$ cat src/rtl/drt_pkg.sv
package drt_pkg;
    localparam int CNT_W  = 16;
    localparam int BUS_W  = 8;
    localparam int ADDR_W = 8;
    localparam int NFLAG  = 2;

    typedef enum logic [1:0] {
        MODE_STOP     = 2'b00,
        MODE_PWM      = 2'b01,
        MODE_EVT_RISE = 2'b10,
        MODE_EVT_FALL = 2'b11
    } mode_e;

    typedef enum logic [1:0] {
        ST_STOPPED    = 2'b00,
        ST_PWM_NEXT_A = 2'b01,
        ST_PWM_NEXT_B = 2'b10,
        ST_EVENT      = 2'b11
    } state_e;

    localparam logic [ADDR_W-1:0] ADR_CNT_LO = 8'h00;
    localparam logic [ADDR_W-1:0] ADR_CNT_HI = 8'h01;
    localparam logic [ADDR_W-1:0] ADR_RA_LO  = 8'h02;
    localparam logic [ADDR_W-1:0] ADR_RA_HI  = 8'h03;
    localparam logic [ADDR_W-1:0] ADR_RB_LO  = 8'h04;
    localparam logic [ADDR_W-1:0] ADR_RB_HI  = 8'h05;
    localparam logic [ADDR_W-1:0] ADR_CTRL   = 8'h06;
    localparam logic [ADDR_W-1:0] ADR_FLAG   = 8'h07;
endpackage

$ cat src/rtl/drt_pin_sync.sv
module drt_pin_sync #(
    parameter int STAGES = 2
) (
    input  logic clk,
    input  logic rst_n,
    input  logic pin,
    input  logic fall_sel,
    output logic edge_det
);
    logic [STAGES-1:0] sync_q;
    logic              prev_q;

    always_ff @(posedge clk) begin
        if (!rst_n) begin
            sync_q <= '0;
            prev_q <= 1'b0;
        end else begin
            sync_q <= {sync_q[STAGES-2:0], pin};
            prev_q <= sync_q[STAGES-1];
        end
    end

    always_comb begin
        if (fall_sel) edge_det = prev_q & ~sync_q[STAGES-1];
        else          edge_det = ~prev_q & sync_q[STAGES-1];
    end
endmodule

$ cat src/rtl/drt_core.sv
module drt_core
    import drt_pkg::*;
#(
    parameter int W = CNT_W
) (
    input  logic         clk,
    input  logic         rst_n,
    input  mode_e        mode,
    input  logic         tick,
    input  logic         pin_edge,
    input  logic         wr_cnt_lo,
    input  logic         wr_cnt_hi,
    input  logic [7:0]   wdata,
    input  logic [W-1:0] reload_a,
    input  logic [W-1:0] reload_b,
    output logic [W-1:0] count,
    output logic         uf_a,
    output logic         uf_b,
    output logic         in_event,
    output logic         pwm
);
    localparam int HI_W = W - 8;

    state_e       state, state_nx;
    logic         dec, uf;
    logic [W-1:0] reload_val;

    // state register
    always_ff @(posedge clk) begin
        if (!rst_n) state <= ST_STOPPED;
        else        state <= state_nx;
    end

    // next-state logic
    always_comb begin
        state_nx = state;
        unique case (state)
            ST_STOPPED: begin
                if (mode == MODE_PWM)       state_nx = ST_PWM_NEXT_A;
                else if (mode[1])           state_nx = ST_EVENT;
            end
            ST_PWM_NEXT_A: begin
                if (mode == MODE_STOP)      state_nx = ST_STOPPED;
                else if (mode[1])           state_nx = ST_EVENT;
                else if (uf)                state_nx = ST_PWM_NEXT_B;
            end
            ST_PWM_NEXT_B: begin
                if (mode == MODE_STOP)      state_nx = ST_STOPPED;
                else if (mode[1])           state_nx = ST_EVENT;
                else if (uf)                state_nx = ST_PWM_NEXT_A;
            end
            ST_EVENT: begin
                if (mode == MODE_STOP)      state_nx = ST_STOPPED;
                else if (mode == MODE_PWM)  state_nx = ST_PWM_NEXT_A;
            end
        endcase
    end

    // count strobes and reload selection
    always_comb begin
        dec        = 1'b0;
        reload_val = reload_a;
        unique case (state)
            ST_STOPPED:    dec = 1'b0;
            ST_PWM_NEXT_A: dec = tick;
            ST_PWM_NEXT_B: begin
                dec        = tick;
                reload_val = reload_b;
            end
            ST_EVENT:      dec = pin_edge;
        endcase
        uf       = dec && (count == '0);
        uf_a     = uf && (state != ST_PWM_NEXT_B);
        uf_b     = uf && (state == ST_PWM_NEXT_B);
        in_event = (state == ST_EVENT);
    end

    // counter datapath
    always_ff @(posedge clk) begin
        if (!rst_n) begin
            count <= '0;
        end else if (state == ST_STOPPED) begin
            if (wr_cnt_lo) count[7:0] <= wdata;
            if (wr_cnt_hi) count[W-1:8] <= wdata[HI_W-1:0];
        end else if (uf) begin
            count <= reload_val;
        end else if (dec) begin
            count <= count - 1'b1;
        end
    end

    // output process
    always_ff @(posedge clk) begin
        if (!rst_n) begin
            pwm <= 1'b0;
        end else if (state == ST_PWM_NEXT_A || state == ST_PWM_NEXT_B) begin
            if (uf) pwm <= ~pwm;
        end else begin
            pwm <= 1'b0;
        end
    end

    // a stopped counter changes only through a byte write
    a_r3_hold_stopped: assert property (@(posedge clk) disable iff (!rst_n)
        (state == ST_STOPPED && !wr_cnt_lo && !wr_cnt_hi) |=> $stable(count));

    // in event mode the counter moves only on a pin edge
    a_r9_event_quiet: assert property (@(posedge clk) disable iff (!rst_n)
        (state == ST_EVENT && !pin_edge) |=> $stable(count));

    // two B reloads never follow each other
    a_r4_alternate: assert property (@(posedge clk) disable iff (!rst_n)
        uf_b |=> !uf_b);

    // every waveform underflow flips the output
    a_r5_toggle: assert property (@(posedge clk) disable iff (!rst_n)
        ((uf_a || uf_b) && state != ST_EVENT) |=> (pwm != $past(pwm)));
endmodule

$ cat src/rtl/drt_flags.sv
module drt_flags #(
    parameter int N = 2
) (
    input  logic         clk,
    input  logic         rst_n,
    input  logic [N-1:0] set,
    input  logic [N-1:0] clr,
    output logic [N-1:0] pend
);
    for (genvar i = 0; i < N; i++) begin : g_flag
        always_ff @(posedge clk) begin
            if (!rst_n)      pend[i] <= 1'b0;
            else if (set[i]) pend[i] <= 1'b1;
            else if (clr[i]) pend[i] <= 1'b0;
        end

        // a flag without a clear stays set
        a_r7_sticky: assert property (@(posedge clk) disable iff (!rst_n)
            (pend[i] && !clr[i]) |=> pend[i]);

        // a set beats a same-cycle clear
        a_r7_set_wins: assert property (@(posedge clk) disable iff (!rst_n)
            set[i] |=> pend[i]);
    end
endmodule

$ cat src/rtl/dual_reload_timer.sv
module dual_reload_timer
    import drt_pkg::*;
(
    input  logic              clk,
    input  logic              rst_n,
    input  logic              tick,
    input  logic [ADDR_W-1:0] bus_addr,
    input  logic              bus_wr,
    input  logic [BUS_W-1:0]  bus_wdata,
    output logic [BUS_W-1:0]  bus_rdata,
    input  logic              pin_a,
    input  logic              pin_b,
    output logic              pwm_out,
    output logic              irq
);
    localparam int NPIN = 2;

    logic [CNT_W-1:0] reload_a, reload_b, count;
    logic [1:0]       mode_bits;
    logic [NFLAG-1:0] en, pend, flag_set, flag_clr;
    logic [NPIN-1:0]  pin_raw, pin_fall_sel, pin_edge;
    logic             uf_a, uf_b, in_event;
    mode_e            mode;

    assign pin_raw      = {pin_b, pin_a};
    assign pin_fall_sel = {1'b0, mode_bits[0]};
    assign mode         = mode_e'(mode_bits);

    for (genvar p = 0; p < NPIN; p++) begin : g_pin
        drt_pin_sync #(.STAGES(2)) u_sync (
            .clk      (clk),
            .rst_n    (rst_n),
            .pin      (pin_raw[p]),
            .fall_sel (pin_fall_sel[p]),
            .edge_det (pin_edge[p])
        );
    end

    // software-visible registers
    always_ff @(posedge clk) begin
        if (!rst_n) begin
            reload_a  <= '0;
            reload_b  <= '0;
            mode_bits <= '0;
            en        <= '0;
        end else if (bus_wr) begin
            case (bus_addr)
                ADR_RA_LO: reload_a[7:0]       <= bus_wdata;
                ADR_RA_HI: reload_a[CNT_W-1:8] <= bus_wdata;
                ADR_RB_LO: reload_b[7:0]       <= bus_wdata;
                ADR_RB_HI: reload_b[CNT_W-1:8] <= bus_wdata;
                ADR_CTRL: begin
                    mode_bits <= bus_wdata[1:0];
                    en        <= bus_wdata[3:2];
                end
                default: ;
            endcase
        end
    end

    drt_core #(.W(CNT_W)) u_core (
        .clk       (clk),
        .rst_n     (rst_n),
        .mode      (mode),
        .tick      (tick),
        .pin_edge  (pin_edge[0]),
        .wr_cnt_lo (bus_wr && bus_addr == ADR_CNT_LO),
        .wr_cnt_hi (bus_wr && bus_addr == ADR_CNT_HI),
        .wdata     (bus_wdata),
        .reload_a  (reload_a),
        .reload_b  (reload_b),
        .count     (count),
        .uf_a      (uf_a),
        .uf_b      (uf_b),
        .in_event  (in_event),
        .pwm       (pwm_out)
    );

    assign flag_set = {uf_b | (in_event & pin_edge[1]), uf_a};
    assign flag_clr = (bus_wr && bus_addr == ADR_FLAG) ? bus_wdata[NFLAG-1:0] : '0;

    drt_flags #(.N(NFLAG)) u_flags (
        .clk   (clk),
        .rst_n (rst_n),
        .set   (flag_set),
        .clr   (flag_clr),
        .pend  (pend)
    );

    assign irq = |(pend & en);

    always_comb begin
        case (bus_addr)
            ADR_CNT_LO: bus_rdata = count[7:0];
            ADR_CNT_HI: bus_rdata = count[CNT_W-1:8];
            ADR_RA_LO:  bus_rdata = reload_a[7:0];
            ADR_RA_HI:  bus_rdata = reload_a[CNT_W-1:8];
            ADR_RB_LO:  bus_rdata = reload_b[7:0];
            ADR_RB_HI:  bus_rdata = reload_b[CNT_W-1:8];
            ADR_CTRL:   bus_rdata = {4'b0, en, mode_bits};
            ADR_FLAG:   bus_rdata = {{(BUS_W-NFLAG){1'b0}}, pend};
            default:    bus_rdata = '0;
        endcase
    end

    // pending A rises only after an A reload
    a_r6_flag_a_source: assert property (@(posedge clk) disable iff (!rst_n)
        $rose(pend[0]) |-> $past(uf_a));

    // pending B rises only after a B reload or a pin-B edge in event mode
    a_r11_flag_b_source: assert property (@(posedge clk) disable iff (!rst_n)
        $rose(pend[1]) |-> ($past(uf_b) || $past(in_event && pin_edge[1])));
endmodule

$ cat config.mk
export PLATFORM = sky130hd
export DESIGN_NAME = dual_reload_timer
export DESIGN_NICKNAME = d
export VERILOG_FILES = /design/src/rtl/drt_pkg.sv /design/src/rtl/drt_pin_sync.sv /design/src/rtl/drt_core.sv /design/src/rtl/drt_flags.sv /design/src/rtl/dual_reload_timer.sv
export SDC_FILE = /design/constraint.sdc
export NUM_CORES = 1
export LEC_CHECK = 0
export BUFFER_PORTS_ARGS = -buffer_cell sky130_fd_sc_hd__buf_2
export CAP_MARGIN = 20
export CORE_MARGIN = 1
export CORE_UTILIZATION = 53
export DETAILED_ROUTE_END_ITERATION = 6
export GPL_ROUTABILITY_DRIVEN = 0
export PLACE_DENSITY_LB_ADDON = 0.3
export SETUP_SLACK_MARGIN = 0.3
export SLEW_MARGIN = 30
export SYNTH_ARGS = -nofsm -noshare
export SYNTH_HDL_FRONTEND = slang
export SYNTH_HIERARCHICAL = 1
export SYNTH_SLANG_ARGS = --single-unit
$ cat constraint.sdc
create_clock -name clk -period 2.48 [get_ports clk]
set_input_delay 0.496 -clock clk [delete_from_list [all_inputs] [get_ports clk]]
set_output_delay 0.496 -clock clk [all_outputs]
set_load 0.01 [all_outputs]
==> results.toml <==
[floorplan]
die-area_sq_um = 7725
initial_core_util_pct = 56.31
core_area_sq_um = 6944
rows = 30
dieHeight_um = 87.89
die_w_um = 87.89
ios = 32

[logic_synthesis]
synth-main-ff-cell = "dfxtp_1"
synth_seq_area_share_pct = 32.26
syn_area_per_cell_sq_um = 8.767
netlist_instances = 446
synth_seq_cells = 63
yosysTopAreaCellShare_pct = 32.26
synth_cell_types = 62
ys_top_cells_by_area = "dfxtp_1 32%, mux2i_1 14%, nand2_1 5.9%, mux2_2 3.5%, o21ai_0 2.4%"
yosys.area.top_type = "dfxtp_1"
synth_area_sq_um = 3910
synthArstFlopShare_pct = 0
yosys_warnings = 6
synth_edf_count = 0

[cells_and_area]
area_growth_pct = 19.58
design_area_sq_um = 4676
final_util_pct = 67.33
drive_gt1_share_pct = 27.25
fin_cells = 595
diodes = 0
final_nets = 521

[route]
ant_nets = 0
wirelength_um = 11690
vias = 3863
vias_per_cell = 6.492
drt_iter0_drc = 492
avgRoutedWirePerCell_um = 19.65
drc_errors = 0
drtPass1Iterations = 5

[run]
drv_cap = 0

[sta]
period_share_pct = 90.03
fmax_mhz = 447.9
finalWorstSetupSlack_ns = 0.2474
finalSetupViolCount = 0
hold_viol = 0
post-route-min-period_ns = 2.233
fin_hold_ws_ns = 0.3506
skew_ns = 0.008630
slew_violations = 0
setup-tns-final_ns = 0
rsz0062_at_grt = "true"

[worst_hold_path]
worstHoldPathType = "in2reg"

[cts]
tritoncts = "done"
htreeDepth = 3
cts_root_buffer = "clkbuf_8"
ctsLongestPathBuffers = 2
hold_buffers = 0
clkTransAtPathRegs_ns = 0.08
numCtsBuffers = 9
clock_latency_ns = 0.35
cts_num_sinks = 63

[run_status]
status = "completed"

[critical_path]
ff2ff_setup_slack_ns = 0.38
end_kind = "output port"
cp.arrival_ns = 1.74
crit_end = "bus_rdata[0]"
critPathRequiredTime_ns = 1.98
crit_path_start_kind = "flip-flop"
crit_fanout = 3
r2r_start = "u_core/count[0]"
reg2regPathDepth = 8
critPathKind = "reg2out"
crit_start = "mode[0]"
timing.rr.end = "u_core/count[3]"

[power]
p_leak_nw = 1.906
peakVddDrop_uv = 406.8
power_mw = 3.796
power.density_nw_per_um2 = 811.9

[place]
dpl.hpwl_um = 8270
placed_area_sq_um = 4239
pre_cts_ws_ns = 0.09690
port_buffers = 31
placed_cells = 573

[grt]
grt_max_degree = 75
antenna_found_initial = 0
track_usage_pct = 31.69
grt_pass1_wl_um = 18440
grt_pass1_vias = 3620
overflow = 0
-- power by group --
group,switching [mW],internal (mW)
Sequential,0.115,1.10
Clock,0.428,0.619
Combinational,0.843,0.696
-- cell type report --
| type | instances | area, sq um |
|---|---|---|
| clock buffers | 11 | 151.4 |
| fillers | 539 | 2268 |
| multi-input cells | 350 | 2572 |
| flip-flops and latches | 63 | 1277 |
| clock inverters | 5 | 80.08 |
| inverters | 9 | 33.78 |
| well taps | 96 | 120.1 |
| repair buffers | 61 | 440.4 |
-- cells in the final DEF (no fill, tap or decap), types with 5 or more instances in the layout --
cell type	synthesis	final
nand2_1	61	61
dfxtp_1	63	54
mux2i_1	54	53
buf_2	6	28
buf_4	0	26
nor2_1	24	22
o21ai_0	19	19
nand3_1	15	15
and2_1	14	14
mux2_2	12	12
nor3_1	12	12
a21oi_1	11	11
clkbuf_8	0	11
inv_1	9	7
a32oi_1	7	7
dfxtp_2	0	7
o221ai_1	7	7
a211oi_1	7	7
nand2b_1	7	6
o21a_1	6	6
a221oi_1	7	5
-- flip-flops by register name (all words and copies together), names as in the netlist --
signal / flops
mode: 2
en: 2
u_core/pwm: 1
u_core/count: 16
g_pin.u_sync/sync_q: 4
g_pin.u_sync/prev_q: 2
u_core/state: 2
reload_b: 16
u_flags/pend: 2
reload_a: 16
-- worst min path at each step --
| stage | from | to | slack (ns) | cells after the start |
|---|---|---|---|---|
| floorplan | g_pin[0].u_sync/sync_q[0] | g_pin[0].u_sync/sync_q[1] | 0.41 | 1 |
| global placement | g_pin[0].u_sync/sync_q[0] | g_pin[0].u_sync/sync_q[1] | 0.41 | 1 |
| detailed placement | g_pin[0].u_sync/sync_q[0] | g_pin[0].u_sync/sync_q[1] | 0.42 | 1 |
| CTS | pin_a | g_pin[0].u_sync/sync_q[0] | 0.34 | 2 |
| global route | pin_b | g_pin[1].u_sync/sync_q[0] | 0.36 | 2 |
| finish | pin_a | g_pin[0].u_sync/sync_q[0] | 0.35 | 2 |
-- repair_timing --
item / CTS / global route
gates resized for setup: 15 / 29
endpoints found under the setup margin: 15 / 17
buffers inserted: 2 / 4
endpoints found under the hold margin: 0 / 0
pin swaps: 2 / 8
-- worst max-delay path: stages (launching register included) --
cell,delay [ns]
dfxtp_4,0.35
buf_6,0.11
mux2i_4,0.06
nor4_2,0.29
a21oi_1,0.11
a31oi_1,0.29
buf_2,0.19
-- kinds of logic after synthesis --
| family | synth area share [%] |
|---|---|
| AO/OA/AOI/OAI | 17.57 |
| XOR/XNOR | 1.792 |
| adder cells (fa/ha/maj) | 1.600 |
| buffers and inverters | 4.512 |
| flip-flops | 32.26 |
| multiplexers | 18.43 |
| other | 0.09591 |
| AND/OR/NAND/NOR | 23.74 |
-- cell usage after synthesis, types with 3 or more instances --
cell type / number
dfxtp_1: 63
nand2_1: 61
mux2i_1: 54
nor2_1: 24
o21ai_0: 19
nand3_1: 15
and2_1: 14
clkbuf_1: 13
mux2_2: 12
nor3_1: 12
a21oi_1: 11
inv_1: 9
a211oi_1: 7
a221oi_1: 7
a32oi_1: 7
nand2b_1: 7
o221ai_1: 7
buf_2: 6
nor2b_1: 6
o21a_1: 6
ha_1: 5
a22o_1: 4
a22oi_1: 4
a31oi_1: 4
and3_1: 4
buf_6: 4
nor4_1: 4
xnor2_1: 4
xor2_1: 4
a21o_1: 3
nand3b_1: 3
nor3_4: 3
o211ai_1: 3
o22ai_1: 3
-- per-layer routing --
metal / global-route usage (%) / part of all wire [%] / routed length (um)
met4: 16.24 / 3.7 / 427
met3: 6.032 / 9.5 / 1109
met1: 42.93 / 42 / 4953
met2: 47.99 / 44 / 5202
met5: 0 / 0 / 0
Power figures use the tool's default switching activity.
